<file path="config.mk">
export PLATFORM = sky130hd
export DESIGN_NAME = supv_wdog_top
export DESIGN_NICKNAME = d
export VERILOG_FILES = /design/src/rtl/supv_pkg.sv /design/src/rtl/supv_tick_gen.sv /design/src/rtl/supv_edge_sync.sv /design/src/rtl/supv_wd_timer.sv /design/src/rtl/supv_rst_seq.sv /design/src/rtl/supv_wdog_top.sv
export SDC_FILE = /design/constraint.sdc
export NUM_CORES = 1
export LEC_CHECK = 0
export BUFFER_PORTS_ARGS = -buffer_cell sky130_fd_sc_hd__buf_2
export CORE_MARGIN = 1.5
export CORE_UTILIZATION = 32
export CTS_CLUSTER_DIAMETER = 80
export DETAILED_ROUTE_END_ITERATION = 16
export PLACE_DENSITY = 0.58
export SYNTH_ARGS = -nofsm -noshare
export SYNTH_HDL_FRONTEND = slang
export SYNTH_SLANG_ARGS = --single-unit
export TNS_END_PERCENT = 100
</file>
<file path="constraint.sdc">
create_clock -name clk -period 3.5 [get_ports clk]
set_input_delay 0.525 -clock clk [delete_from_list [all_inputs] [get_ports clk]]
set_output_delay 0.525 -clock clk [all_outputs]
set_load 0.03 [all_outputs]
</file>
<file path="src/rtl/supv_pkg.sv">
package supv_pkg;

  // state of the reset pulse sequencer
  typedef enum logic {
    SEQ_RELEASED = 1'b0,
    SEQ_HOLDING  = 1'b1
  } seq_state_e;

  // width of a counter that holds 0 .. max_val-1
  function automatic int cnt_width(input int max_val);
    return (max_val < 2) ? 1 : $clog2(max_val);
  endfunction

endpackage

</file>
<file path="src/rtl/supv_tick_gen.sv">
module supv_tick_gen #(
  parameter int TICK_DIV = 1000
) (
  input  logic clk,
  input  logic rst,
  output logic tick
);
  generate
    if (TICK_DIV <= 1) begin : g_passthru
      // every clock is a tick
      always_ff @(posedge clk) begin
        if (rst) tick <= 1'b0;
        else     tick <= 1'b1;
      end
    end else begin : g_div
      localparam int CW = supv_pkg::cnt_width(TICK_DIV);
      localparam logic [CW-1:0] LAST = CW'(TICK_DIV - 1);
      logic [CW-1:0] div_q;

      always_ff @(posedge clk) begin
        if (rst) begin
          div_q <= '0;
          tick  <= 1'b0;
        end else begin
          tick  <= (div_q == LAST);
          div_q <= (div_q == LAST) ? '0 : div_q + 1'b1;
        end
      end
    end
  endgenerate
endmodule

</file>
<file path="src/rtl/supv_edge_sync.sv">
module supv_edge_sync #(
  parameter int STAGES = 2
) (
  input  logic clk,
  input  logic rst,
  input  logic din,
  output logic level,
  output logic edge_pulse
);
  logic [STAGES-1:0] chain_q;
  logic              prev_q;

  always_ff @(posedge clk) begin
    if (rst) chain_q[0] <= 1'b0;
    else     chain_q[0] <= din;
  end

  generate
    for (genvar i = 1; i < STAGES; i++) begin : g_stage
      always_ff @(posedge clk) begin
        if (rst) chain_q[i] <= 1'b0;
        else     chain_q[i] <= chain_q[i-1];
      end
    end
  endgenerate

  always_ff @(posedge clk) begin
    if (rst) prev_q <= 1'b0;
    else     prev_q <= chain_q[STAGES-1];
  end

  assign level      = chain_q[STAGES-1];
  assign edge_pulse = chain_q[STAGES-1] ^ prev_q;
endmodule

</file>
<file path="src/rtl/supv_wd_timer.sv">
module supv_wd_timer #(
  parameter int SHORT_TICKS = 100,
  parameter int LONG_TICKS  = 1600
) (
  input  logic clk,
  input  logic rst,
  input  logic tick,
  input  logic edge_pulse,
  input  logic enable,
  input  logic long_sel,
  input  logic hold,
  input  logic supply_low,
  output logic timeout,
  output logic fault_n
);
  localparam int MAXT = (LONG_TICKS > SHORT_TICKS) ? LONG_TICKS : SHORT_TICKS;
  localparam int WW   = supv_pkg::cnt_width(MAXT);
  localparam logic [WW-1:0] LONG_LAST  = WW'(LONG_TICKS - 1);
  localparam logic [WW-1:0] SHORT_LAST = WW'(SHORT_TICKS - 1);

  logic [WW-1:0] cnt_q;
  logic          first_q;
  logic [WW-1:0] last_cnt;
  logic          expire;

  // the first period after a reset pulse is always the long one
  assign last_cnt = (first_q || long_sel) ? LONG_LAST : SHORT_LAST;
  assign expire   = !hold && enable && !edge_pulse && tick && (cnt_q == last_cnt);

  always_ff @(posedge clk) begin
    if (rst) begin
      cnt_q   <= '0;
      first_q <= 1'b1;
    end else if (hold) begin
      cnt_q   <= '0;
      first_q <= 1'b1;
    end else if (!enable) begin
      cnt_q   <= '0;
    end else if (edge_pulse) begin
      cnt_q   <= '0;
      first_q <= 1'b0;
    end else if (tick) begin
      cnt_q   <= expire ? '0 : cnt_q + 1'b1;
    end
  end

  always_ff @(posedge clk) begin
    if (rst) begin
      timeout <= 1'b0;
      fault_n <= 1'b1;
    end else begin
      timeout <= expire;
      if (supply_low || !enable || edge_pulse) fault_n <= 1'b1;
      else if (expire)                         fault_n <= 1'b0;
    end
  end
endmodule

</file>
<file path="src/rtl/supv_rst_seq.sv">
module supv_rst_seq #(
  parameter int PULSE_TICKS = 50
) (
  input  logic clk,
  input  logic rst,
  input  logic tick,
  input  logic supply_low,
  input  logic wd_timeout,
  output logic rst_q,
  output logic rst_n_q,
  output logic low_line_n
);
  import supv_pkg::*;

  localparam int PW = cnt_width(PULSE_TICKS);
  localparam logic [PW-1:0] PULSE_LAST = PW'(PULSE_TICKS - 1);

  seq_state_e    state_q, state_d;
  logic [PW-1:0] cnt_q, cnt_d;

  always_comb begin
    state_d = state_q;
    cnt_d   = cnt_q;
    if (supply_low) begin
      // held and re-armed for as long as the supply is low
      state_d = SEQ_HOLDING;
      cnt_d   = '0;
    end else begin
      case (state_q)
        SEQ_RELEASED: begin
          if (wd_timeout) begin
            state_d = SEQ_HOLDING;
            cnt_d   = '0;
          end
        end
        SEQ_HOLDING: begin
          if (tick) begin
            if (cnt_q == PULSE_LAST) begin
              state_d = SEQ_RELEASED;
              cnt_d   = '0;
            end else begin
              cnt_d = cnt_q + 1'b1;
            end
          end
        end
        default: begin
          state_d = SEQ_HOLDING;
          cnt_d   = '0;
        end
      endcase
    end
  end

  always_ff @(posedge clk) begin
    if (rst) begin
      state_q    <= SEQ_HOLDING;
      cnt_q      <= '0;
      rst_q      <= 1'b1;
      rst_n_q    <= 1'b0;
      low_line_n <= 1'b1;
    end else begin
      state_q    <= state_d;
      cnt_q      <= cnt_d;
      rst_q      <= (state_d == SEQ_HOLDING);
      rst_n_q    <= (state_d != SEQ_HOLDING);
      low_line_n <= !supply_low;
    end
  end
endmodule

</file>
<file path="src/rtl/supv_wdog_top.sv">
module supv_wdog_top #(
  parameter int TICK_DIV    = 1000,
  parameter int PULSE_TICKS = 50,
  parameter int SHORT_TICKS = 100,
  parameter int LONG_TICKS  = 1600,
  parameter int SYNC_STAGES = 2
) (
  input  logic clk,
  input  logic rst,
  input  logic supply_low,
  input  logic wd_in,
  input  logic wd_en,
  input  logic wd_long_sel,
  output logic rst_n_out,
  output logic rst_out,
  output logic wd_fault_n,
  output logic low_line_n
);
  logic tick;
  logic wd_level;
  logic wd_edge;
  logic wd_timeout;
  logic rst_active;

  supv_tick_gen #(.TICK_DIV(TICK_DIV)) tick_i (
    .clk  (clk),
    .rst  (rst),
    .tick (tick)
  );

  supv_edge_sync #(.STAGES(SYNC_STAGES)) sync_i (
    .clk        (clk),
    .rst        (rst),
    .din        (wd_in),
    .level      (wd_level),
    .edge_pulse (wd_edge)
  );

  supv_wd_timer #(.SHORT_TICKS(SHORT_TICKS), .LONG_TICKS(LONG_TICKS)) wdt_i (
    .clk        (clk),
    .rst        (rst),
    .tick       (tick),
    .edge_pulse (wd_edge),
    .enable     (wd_en),
    .long_sel   (wd_long_sel),
    .hold       (rst_active),
    .supply_low (supply_low),
    .timeout    (wd_timeout),
    .fault_n    (wd_fault_n)
  );

  supv_rst_seq #(.PULSE_TICKS(PULSE_TICKS)) seq_i (
    .clk        (clk),
    .rst        (rst),
    .tick       (tick),
    .supply_low (supply_low),
    .wd_timeout (wd_timeout),
    .rst_q      (rst_active),
    .rst_n_q    (rst_n_out),
    .low_line_n (low_line_n)
  );

  assign rst_out = rst_active;

  logic unused_level;
  assign unused_level = wd_level;
endmodule

</file>
# Word-level counts from Yosys, hierarchy flattened
# Index checks and enable logic that the tools add are counted.
totals:
  regBits: 37
  inputBits: 6
  elab_cells: 54
op_classes:
  n_reduce_logical: 18
  add_sub_neg: 3
  muxes: 11
  n_eq_ne: 5
  bitwise: 4
ops:
  columns: ["cell", "n"]
  rows:
  - ["2-to-1 mux 11 bit", 2]
  - ["2-to-1 mux 6 bit", 3]
  - ["one-hot mux 6 bit (2 select lines)", 1]
  - ["adder 11 x 1 -> 11 bit, second input constant", 1]
  - ["equality test 11 bit", 1]
  - ["adder 10 x 1 -> 10 bit, second input constant", 1]
  - ["equality test 10 bit, second input constant", 1]
  - ["OR reduction 2 bit", 4]
  - ["adder 6 x 1 -> 6 bit, second input constant", 1]
  - ["equality test 6 bit, second input constant", 1]
  - ["logical AND 1 bit", 4]
  - ["zero test 1 bit", 4]
  - ["2-to-1 mux 1 bit", 4]
  - ["inequality test 2 bit, second input constant", 2]
  - ["AND reduction 2 bit", 2]
  - ["OR reduction 4 bit", 1]
  - ["logical OR 1 bit", 3]
  - ["NOT 1 bit", 3]
  - ["one-hot mux 1 bit (2 select lines)", 1]
  - ["XOR 1 bit", 1]

# Longest topological paths before layout
# Gate-level depths: netlist of run 1.
depth:
  word_depth: 6
  ltp_mapped: 5
  ltp_nobuf: 5

# By module
# Synthesis of run 1 repeated with hierarchy kept, for this count alone.
unflattened:
  cells_unflattened: 179
  hier_area_um2: 1778.0
by_module_without_submodules:
  columns: ["mod", "cells_per_inst", "n_inst", "area_per_inst_um2", "seq_area_each_um2"]
  rows:
  - ["supv_wd_timer", 72, 1, 743.2, 280.3]
  - ["supv_tick_gen", 54, 1, 485.5, 220.2]
  - ["supv_rst_seq", 46, 1, 461.7, 180.2]
  - ["supv_edge_sync", 7, 1, 87.6, 60.1]

# Worst setup path after synthesis of run 1
# No wires, ideal clock.
synth_timing:
  path_kind: "input to register"
  startpoint: "input port rst"
  endpoint: "register seq_i.cnt_q[5]"
  t_arrival_ps: 1519
  path_slack_ps: 1919
  cell_stages: 4
  path_cell_list: "or2_2 -> clkbuf_1 -> or4_1 -> nand3_1"
synth_via:
  elab_chain_cells: 1
synth_rtl:
  columns: ["item", "line_no", "source"]
  rows:
  - ["from (decl)", "supv_wdog_top.sv:9", "input logic rst,"]
  - ["OR reduction 2 bit (no source line)", null, null]
  - ["to (signal assigned)", "supv_rst_seq.sv:63", "cnt_q <= cnt_d;"]
  - ["to (decl)", "supv_rst_seq.sv:19", "logic [PW-1:0] cnt_q, cnt_d;"]
# Every way passes these cells.
# A chain may end at the register's enable or synchronous reset.

# Final worst setup path of run 1
layout_timing:
  startpoint: "register wdt_i.cnt_q[2]"
  endpoint: "register wdt_i.timeout"
layout_via:
  elab_chain_cells: 2
layout_rtl:
  columns: ["item", "line_no", "source"]
  rows:
  - ["from (decl)", "supv_wd_timer.sv:21", "logic [WW-1:0] cnt_q;"]
  - ["from (signal assigned)", "supv_wd_timer.sv:43", "cnt_q <= expire ? '0 : cnt_q + 1'b1;"]
  - ["equality test 11 bit", "supv_wd_timer.sv:28", "assign expire = !hold && enable && !edge_pulse && tick && (cnt_q == last_cnt);"]
  - ["logical AND 1 bit", "supv_wd_timer.sv:28", null]
  - ["to (signal assigned)", "supv_wd_timer.sv:52", "timeout <= expire;"]
  - ["to (decl)", "supv_wd_timer.sv:13", "output logic timeout,"]
# Every way passes these cells.

==> results of run 1 <==
## cells in the mapped netlist, types with 4 or more instances
library cell   n
xnor2_1       13
nor2_1        19
ha_1           4
inv_1         10
nand2_1       11
nor3_1        19
xor2_1         5
nand3_1       14
nand4_1        7
dfxtp_1       37
## critical path, cell delays in order (launching register included)
cell and delay [ns]:
dfxtp_1 0.43, nand3_2 0.18, or3_4 0.41, a211oi_4 0.55, nor3b_2 0.25
## power by group
part	switching [mW]	internal [mW]	leakage, nW	total (mW)
sequential	0.00291	0.426	0.299	0.428
clock	0.152	0.283	0.0681	0.435
combinational	0.0128	0.00781	0.232	0.0207
total	0.168	0.716	0.600	0.885
## cell usage in the layout, fill, tap and decap left out, drive strengths merged, types with 2 or more instances in the layout
| cell | synthesis | routed |
|---|---|---|
| a21oi | 3 | 3 |
| buf | 2 | 9 |
| bufinv | 0 | 2 |
| clkbuf | 3 | 5 |
| dfxtp | 37 | 37 |
| ha | 4 | 4 |
| inv | 10 | 10 |
| mux2i | 3 | 3 |
| nand2 | 11 | 11 |
| nand3 | 15 | 15 |
| nand4 | 7 | 7 |
| nand4b | 3 | 3 |
| nor2 | 19 | 19 |
| nor2b | 3 | 3 |
| nor3 | 19 | 19 |
| nor4 | 3 | 3 |
| o21ai | 3 | 3 |
| or2 | 2 | 2 |
| or3 | 3 | 3 |
| or4 | 2 | 2 |
| xnor2 | 13 | 13 |
| xor2 | 5 | 5 |
## cell type report
class | instances | share of cell area, %
inverters | 10 | 2.02
clock inverters | 3 | 3.50
flip-flops and latches | 37 | 39.9
well taps | 67 | 4.51
clock buffers | 5 | 3.71
repair buffers | 9 | 2.43
multi-input cells | 128 | 43.9
## through the flow
step	worst slack (ns)	power [mW]	utilization (%)	cell area [um^2]	hold slack [ns]
floorplan	1.92	0.452	-	1620	0.414
global placement	1.60	0.459	35.8	1720	0.431
finish	1.61	0.885	38.5	1860	0.432
detailed placement	1.56	0.460	35.8	1720	0.434
global route	1.48	0.917	38.5	1860	0.448
CTS	1.60	0.899	38.5	1860	0.425
## worst paths after layout
kind | start | to | cells after the start
setup / recovery | wdt_i.cnt_q[2] | wdt_i.timeout | 4
hold reg to reg | sync_i.chain_q[0] | sync_i.level | 1
hold / removal | supply_low | seq_i.low_line_n | 2
setup reg to reg | wdt_i.cnt_q[2] | wdt_i.timeout | 4
## routing by layer
metal  part of all wire, %  routed length [um]
met1                    51                1430
met2                    42                1180
met3                   3.9                 109
met4                   2.2                  61
met5                     0                   0
## kinds of logic (layout without fill, tap and decap cells)
group	count (synthesis)	after routing
AOI/OAI and AO/OA	12	12
xor gates and xnor gates	18	18
adders and majority gates	4	4
buffers and inverters	15	27
DFF	37	37
muxes	3	3
and+or+nand+nor	91	91
==> results.sh, run 1 <==
export IMPL_status="finished clean"
export IMPL_start_kind="flop"
export IMPL_dr_pass1_iters=4
export IMPL_drt_iter0_drc=90
export IMPL_irDropWorstVdd_mv=0.230
export IMPL_die_x_um=74.2
export IMPL_ff2ff_setup_slack_ns=1.61
export IMPL_port_buffers=9
export IMPL_nNetsFinal=201
export IMPL_routedWlPerCell_um=10.7
export IMPL_synth_xor_area_share_pct=9.72
export IMPL_crit_fanout=13
export IMPL_setup_viol=0
export IMPL_min_path_type="in2reg"
export IMPL_multi_input_area_um2=816
export IMPL_power_density_nw_per_um2=476
export IMPL_worstMarginPinSlew_ns=0.931
export IMPL_fill_cells=492
export IMPL_worstPathRequired_ns=3.72
export IMPL_slew_limit_headroom_pct=37.4
export IMPL_largest_register_ffs=11
export IMPL_synthMuxAreaShare_pct=1.85
export IMPL_drc=0
export IMPL_drt_total_wl_um=2780
export IMPL_final_setup_skew_ns=0.00679
export IMPL_cts_root_buf="clkbuf_8"
export IMPL_detail_route_antenna_nets=0
export IMPL_critPathKind="reg2reg"
export IMPL_synth_top_family_by_area="simple AND/OR/NAND/NOR gates"
export IMPL_post_route_period_util_pct=54.0
export IMPL_setup_tns_ns=0
export IMPL_ys_types=36
export IMPL_grt_pass1_wl_um=4640
export IMPL_dp_cells=251
export IMPL_synth_compound_area_share_pct=5.71
export IMPL_cap_violations=0
export IMPL_drive_above_1_share_pct=13.0
export IMPL_first_global_vias=1034
export IMPL_gp_congestion=0.831
export IMPL_cts_resized=0
export IMPL_rows=25
export IMPL_yosys_top_cells_area="dfxtp_1, xnor2_1, nor3_1"
export IMPL_synth_largest_area_cell="dfxtp_1"
export IMPL_async_flop_share_pct=0
export IMPL_cts_buffers=5
export IMPL_largest_register="wdt_i.cnt_q"
export IMPL_die_y_um=74.2
export IMPL_syn_inst=180
export IMPL_cts_sinks=37
export IMPL_syn_to_final_growth_pct=14.5
export IMPL_detailed_place_hpwl_um=1940
export IMPL_grt_busiest_layer="met2"
export IMPL_synth_seq_cells=37
export IMPL_cts_max_path_buffers=2
export IMPL_start_util_pct=33.7
export IMPL_die_area_um2=5500
export IMPL_syn_avg_cell_area_um2=9.01
export IMPL_synth_adder_area_share_pct=3.09
export IMPL_yosysWarnings=0
export IMPL_crit_arrival_ns=2.12
export IMPL_largestRegisters="wdt_i.cnt_q (11), tick_i.g_div.div_q (10), seq_i.cnt_q (6)"
export IMPL_grtUsageMet3_pct=4.07
export IMPL_grtUsageMet2_pct=15.9
export IMPL_leakagePower_nw=0.600
export IMPL_cts_max_level=2
export IMPL_synth_seq_area_share_pct=45.7
export IMPL_vias=1241
export IMPL_clk_pin_slew_ns=0.07
export IMPL_pin_count=10
export IMPL_end_kind="flop"
export IMPL_regArea_um2=741
export IMPL_synth_area_um2=1620
export IMPL_synth_flop_cell="dfxtp_1"
export IMPL_hold_viol_final=0
export IMPL_grt_overflow_total=0
export IMPL_synth_top_area_share_pct=45.7
export IMPL_grt_met1_usage_pct=14.8
export IMPL_antennaDiodeCount=0
export IMPL_hold_buffers=0
export IMPL_stdcell_count=259
export IMPL_cts_tree="done"
export IMPL_synthSimpleGateAreaFrac_pct=29.9
export IMPL_synthesis_nets=190
export IMPL_clk_latency_ns=0.29
export IMPL_fmax_ghz=0.529
export IMPL_fin_crit_ns=1.89
export IMPL_grt_max_degree=14
export IMPL_postCtsSetupBuffers=0
export IMPL_synth_edf_count=0
export IMPL_coreArea_um2=4820
export IMPL_antenna_found_initial=0
export IMPL_viasPerCell=4.79
export IMPL_grtUsageTotal_pct=11.2
export IMPL_drv_slew=0
export IMPL_grt_setup_unrepaired="false"
(Power assumes the default switching activity.)
==> inputs of run 2 (changes only) <==
Settings changed: ABC_AREA set to 1, PLACE_DENSITY 0.58 to 0.6.
Clock period 3.5 ns to 1.5 ns, I/O delays scaled along.
==> run 2 against run 1 <==
Global-route usage rose by 1.2 points; via count rose by 14%; synthesized cell count rose by 29%; cell area rose by 3.3%; cell count rose by 22%; clock power rose by 76%; register-to-register slack got worse by 1.5 ns; die area rose by 4.4%; first-iteration DRC count rose by 37%; utilization fell by 0.99 points; highest routed layer unchanged; sequential share of layout area fell by 1.3 points; hold slack got worse by 0.33 ns.
==> results.sh, run 2 <==
export IMPL_status="finished clean"
export IMPL_dr_pass1_iters=4
export IMPL_synth_seq_cells=37
export IMPL_grt_max_degree=12
export IMPL_drt_iter0_drc=123
export IMPL_largest_register="wdt_i.cnt_q"
export IMPL_antennaDiodeCount=0
export IMPL_final_setup_skew_ns=0.00970
export IMPL_fmax_ghz=0.737
export IMPL_routedWlPerCell_um=10.1
export IMPL_grtUsageTotal_pct=12.3
export IMPL_crit_slowest_cell="dfxtp_1"
export IMPL_crit_fanout=7
export IMPL_cts_sinks=37
export IMPL_vias=1419
export IMPL_synth_top_area_share_pct=43.7
export IMPL_path_delay_family="flip-flops"
export IMPL_dp_cells=309
export IMPL_start_util_pct=33.2
export IMPL_detail_route_antenna_nets=0
export IMPL_final_cell_mix="nor2_1, nand2_1, dfxtp_1, inv_1, nand3_1"
export IMPL_syn_avg_cell_area_um2=7.31
export IMPL_leakagePower_nw=0.745
export IMPL_synth_most_common_cell="nor2_1"
export IMPL_worstPathRequired_ns=1.66
export IMPL_grt_setup_unrepaired="false"
export IMPL_die_y_um=75.8
export IMPL_cts_resized=0
export IMPL_largest_register_ffs=11
export IMPL_hold_buffers=0
export IMPL_async_flop_share_pct=0
export IMPL_worstMarginPinSlew_ns=0.413
export IMPL_die_area_um2=5740
export IMPL_nNetsFinal=256
export IMPL_postCtsSetupBuffers=0
export IMPL_fin_crit_ns=1.36
export IMPL_cts_buffers=5
export IMPL_setup_tns_ns=0
export IMPL_start_kind="flop"
export IMPL_die_x_um=75.8
export IMPL_hold_ws_ns=0.106
export IMPL_synthesis_nets=242
export IMPL_drt_total_wl_um=3190
export IMPL_ys_top_cells_by_count="nor2_1, nand2_1, dfxtp_1"
export IMPL_synth_area_um2=1700
export IMPL_drive_above_1_share_pct=11.7
export IMPL_synth_flop_cell="dfxtp_1"
export IMPL_finalInstanceArea_um2=1920
export IMPL_cts_max_path_buffers=2
export IMPL_mostFrequentLayoutCell="nor2_1"
export IMPL_port_buffers=9
export IMPL_hold_viol_final=0
export IMPL_path_cells="ha_1 > nand4_2 > o21ai_0 > nand3_1"
export IMPL_placed_area_um2=1820
export IMPL_cp_slowest_stage_delay_ns=0.44
export IMPL_clk_latency_ns=0.29
export IMPL_largestRegisters="wdt_i.cnt_q (11), tick_i.g_div.div_q (10), seq_i.cnt_q (6)"
export IMPL_crit_arrival_ns=1.52
export IMPL_viasPerCell=4.48
export IMPL_post_route_period_util_pct=90.5
export IMPL_cts_tree="done"
export IMPL_critPathKind="reg2reg"
export IMPL_syn_to_final_growth_pct=13.1
export IMPL_drv_slew=0
export IMPL_grt_pass1_wl_um=5280
export IMPL_synth_largest_area_cell="dfxtp_1"
export IMPL_synth_edf_count=0
export IMPL_end_kind="flop"
export IMPL_clk_pin_slew_ns=0.07
export IMPL_path_buf_inv=0
export IMPL_p_total_mw=1.81
export IMPL_coreArea_um2=5110
export IMPL_syn_inst=232
export IMPL_dp_slack_ns=0.147
export IMPL_first_global_vias=1205
export IMPL_stdcell_count=317
export IMPL_cts_root_buf="clkbuf_8"
export IMPL_final_core_util_pct=37.6
export IMPL_fill_cells=549
export IMPL_post_route_worst_setup_slack_ns=0.142
export IMPL_power_density_nw_per_um2=945
export IMPL_pin_count=10
export IMPL_synth_seq_area_share_pct=43.7
export IMPL_detailed_place_hpwl_um=2300
export IMPL_slew_limit_headroom_pct=72.4
export IMPL_cap_violations=0
export IMPL_setup_viol=0
export IMPL_yosysWarnings=0
export IMPL_drc=0
export IMPL_irDropWorstVdd_mv=0.330
export IMPL_yosys_top_cells_area="dfxtp_1, nor2_1, nand2_1"
export IMPL_gp_congestion=0.761
export IMPL_grt_overflow_total=0
export IMPL_antenna_found_initial=0
export IMPL_min_path_type="in2reg"
export IMPL_rows=26
export IMPL_ff2ff_setup_slack_ns=0.14
export IMPL_cts_max_level=2
export IMPL_ys_types=29
==> run 2: path summary, 6_finish.rpt <==
kind | cells past startpoint | start | end
max reg2reg | 4 | seq_i.cnt_q[0] | seq_i.rst_q
min | 2 | supply_low | seq_i.low_line_n
min reg2reg | 2 | sync_i.chain_q[0] | sync_i.level
max | 4 | seq_i.cnt_q[0] | seq_i.rst_q
==> run 2: logic make-up (layout without fill, tap and decap cells) <==
logic type | count (synthesis) | after routing | synth area share [%]
XOR/XNOR | 9 | 9 | 4.65
AO/OA/AOI/OAI | 24 | 24 | 7.97
AND/OR/NAND/NOR | 123 | 123 | 32.8
buffers and inverters | 35 | 50 | 7.97
flip-flops | 37 | 37 | 43.7
adder cells (fa/ha/maj) | 4 | 4 | 2.95
==> run 2: area by class of cell <==
type | count | area (um^2) | area share, %
multi-input combinational | 160 | 820 | 42.7
clock buffer | 7 | 96.3 | 5.02
inverter | 33 | 124 | 6.46
tap | 70 | 87.6 | 4.57
sequential | 37 | 741 | 38.6
timing repair buffer | 9 | 45.0 | 2.35
clock inverter | 1 | 5.00 | 0.261
==> run 2: where the power goes <==
| part | total, mW | switching (mW) | internal, mW |
|---|---|---|---|
| clock network | 0.765 | 0.350 | 0.415 |
| logic | 0.0456 | 0.0297 | 0.0159 |
| registers | 1.00 | 0.00829 | 0.993 |
| total | 1.81 | 0.388 | 1.42 |
==> run 2: routing by layer <==
layer	share of wire (%)	GRT usage, %	vias to the layer above
met5	0	0	-
met4	2.3	5.95	0
met3	4.4	4.76	7
met2	42	17.9	24
met1	51	16.0	630
li1	-	-	758
==> inputs of run 3 (changes only) <==
Settings changed: ABC_AREA 1 to unset.
==> run 3 against run 2 <==
Clock power rose by 14%; largest power group unchanged; critical path type unchanged; via count fell by 5.8%; cell count fell by 11%; clock-buffer cell count fell by 2.
==> results.sh, run 3 (synthesis gave the netlist of run 1 again) <==
export IMPL_postCtsSetupBuffers=0
export IMPL_cts_buffers=5
export IMPL_die_y_um=74.2
export IMPL_switching_share_pct=21.5
export IMPL_drc=0
export IMPL_fmax_ghz=0.676
export IMPL_hold_buffers=0
export IMPL_regArea_um2=748
export IMPL_routedWlPerCell_um=11.2
export IMPL_grt_overflow_total=0
export IMPL_grt_max_degree=14
export IMPL_cts_tree="done"
export IMPL_cts_root_buf="clkbuf_8"
export IMPL_final_core_util_pct=42.3
export IMPL_worstPathRequired_ns=1.68
export IMPL_gp_congestion=0.791
export IMPL_power_density_nw_per_um2=946
export IMPL_detail_route_antenna_nets=0
export IMPL_cts_max_level=2
export IMPL_dp_cells=273
export IMPL_grt_met1_usage_pct=16.7
export IMPL_end_kind="flop"
export IMPL_setup_viol=0
export IMPL_crit_slowest_cell="or4_4"
export IMPL_seqPwrFrac_pct=51.8
export IMPL_power_share_clock_pct=45.2
export IMPL_grt_pass1_wl_um=5460
export IMPL_crit_fanout=6
export IMPL_r2r_start="wdt_i.cnt_q[8]"
export IMPL_pin_count=10
export IMPL_slew_limit_headroom_pct=73.4
export IMPL_path_cells="or4_4 > a211oi_4 > buf_6 > nor3_1"
export IMPL_final_setup_skew_ns=0.00685
export IMPL_largest_register="wdt_i.cnt_q"
export IMPL_min_from="supply_low"
export IMPL_clk_pin_slew_ns=0.08
export IMPL_internal_power_mw=1.51
export IMPL_comb_power_share_pct=2.9
export IMPL_finalInstanceArea_um2=2040
export IMPL_drt_iter0_drc=73
export IMPL_setup_tns_ns=0
export IMPL_detailed_place_hpwl_um=2240
export IMPL_crit_arrival_ns=1.66
export IMPL_first_global_vias=1253
export IMPL_drive_above_1_share_pct=26.2
export IMPL_min_path_type="in2reg"
export IMPL_syn_to_final_growth_pct=25.7
export IMPL_coreArea_um2=4820
export IMPL_drv_slew=0
export IMPL_switchingPower_mw=0.415
export IMPL_largest_register_ffs=11
export IMPL_start_util_pct=33.7
export IMPL_worstMarginPinSlew_ns=0.398
export IMPL_fill_cells=516
export IMPL_fin_crit_ns=1.48
export IMPL_viasPerCell=4.75
export IMPL_path_delay_family="simple AND/OR/NAND/NOR gates"
export IMPL_placed_area_um2=1890
export IMPL_grtUsageMet2_pct=20.0
export IMPL_hold_viol_final=0
export IMPL_critPathKind="reg2reg"
export IMPL_grtUsageMet3_pct=3.52
export IMPL_nNetsFinal=223
export IMPL_die_x_um=74.2
export IMPL_leakagePower_nw=0.702
export IMPL_dr_pass1_iters=4
export IMPL_vias=1336
export IMPL_cts_sinks=37
export IMPL_mostFrequentLayoutCell="dfxtp_1"
export IMPL_grtUsageTotal_pct=13.0
export IMPL_critPathLaunch="wdt_i.cnt_q[8]"
export IMPL_stdcell_count=281
export IMPL_cp_slowest_stage_delay_ns=0.55
export IMPL_multi_input_area_um2=836
export IMPL_cts_max_path_buffers=2
export IMPL_cap_violations=0
export IMPL_grt_setup_unrepaired="true"
export IMPL_start_kind="flop"
export IMPL_grt_busiest_layer="met2"
export IMPL_post_route_period_util_pct=98.6
export IMPL_irDropWorstVdd_mv=0.451
export IMPL_clk_latency_ns=0.29
export IMPL_rows=25
export IMPL_largestRegisters="wdt_i.cnt_q (11), tick_i.g_div.div_q (10), seq_i.cnt_q (6)"
export IMPL_die_area_um2=5500
export IMPL_drt_total_wl_um=3140
export IMPL_antennaDiodeCount=0
export IMPL_antenna_found_initial=0
export IMPL_path_buf_inv=1
export IMPL_port_buffers=9
export IMPL_final_cell_mix="dfxtp_1, buf_4, nor2_1, nor3_1, nand3_1"
export IMPL_status="finished clean"
export IMPL_hold_ws_ns=0.128
==> run 3: cell types whose count changed in the layout (fill, tap and decap cells not counted), sizes merged, moves of 6 or more <==
cell	previous run	this run
a21oi	11	3
buf	9	31
inv	33	10
nand2	46	11
nor2	45	19
nor3	4	19
o21ai	9	3
xnor2	2	13
==> run 3: path summary, 6_finish.rpt <==
| check | end | slack, ns | cells past startpoint |
|---|---|---|---|
| max | wdt_i.cnt_q[0] | 0.02 | 4 |
| min | seq_i.low_line_n | 0.13 | 2 |
| min reg2reg | sync_i.level | 0.44 | 1 |
| max reg2reg | wdt_i.cnt_q[0] | 0.02 | 4 |
==> run 3: final cells by class <==
cell class | count | area share [%]
inverter | 10 | 1.84
clock inverter | 3 | 2.27
multi-input combinational | 128 | 41.0
clock buffer | 5 | 3.38
sequential | 37 | 36.7
timing repair buffer | 31 | 10.7
tap | 67 | 4.11
==> run 3: repair_timing <==
| item | CTS | global route |
|---|---|---|
| setup endpoints to repair | 12 | 13 |
| gates resized for setup | 2 | 6 |
| pin swaps | 1 | 4 |
==> run 3: through the flow <==
step           setup WS, ns  power, mW
6_report             0.0205       1.93
5_1_grt             -0.0458       2.00
4_1_cts            0.000808       1.95
3_5_place_dp        -0.0194       1.08
3_3_place_gp         0.0514       1.08
2_1_floorplan       0.00750       1.06
==> run 3: power by group through the flow <==
stage / clock network [mW] / registers [mW] / logic (mW)
6_report: 0.873 / 1.00 / 0.0562
5_1_grt: 0.938 / 1.00 / 0.0648
4_1_cts: 0.897 / 1.00 / 0.0558
3_5_place_dp: 0 / 1.02 / 0.0556
3_3_place_gp: 0 / 1.02 / 0.0559
2_1_floorplan: 0 / 1.02 / 0.0310
==> run 3: per-layer routing <==
layer	share of wire, %	vias to the layer above
met4	1.8	0
met1	51	619
met2	44	17
met5	0	-
met3	3.4	7
li1	-	693
==> run 3: worst reg2reg max path, cell delays in order (launching register included) <==
cell and delay (ns):
dfxtp_1 0.32, or4_4 0.55, a211oi_4 0.29, buf_6 0.17, nor3_1 0.05
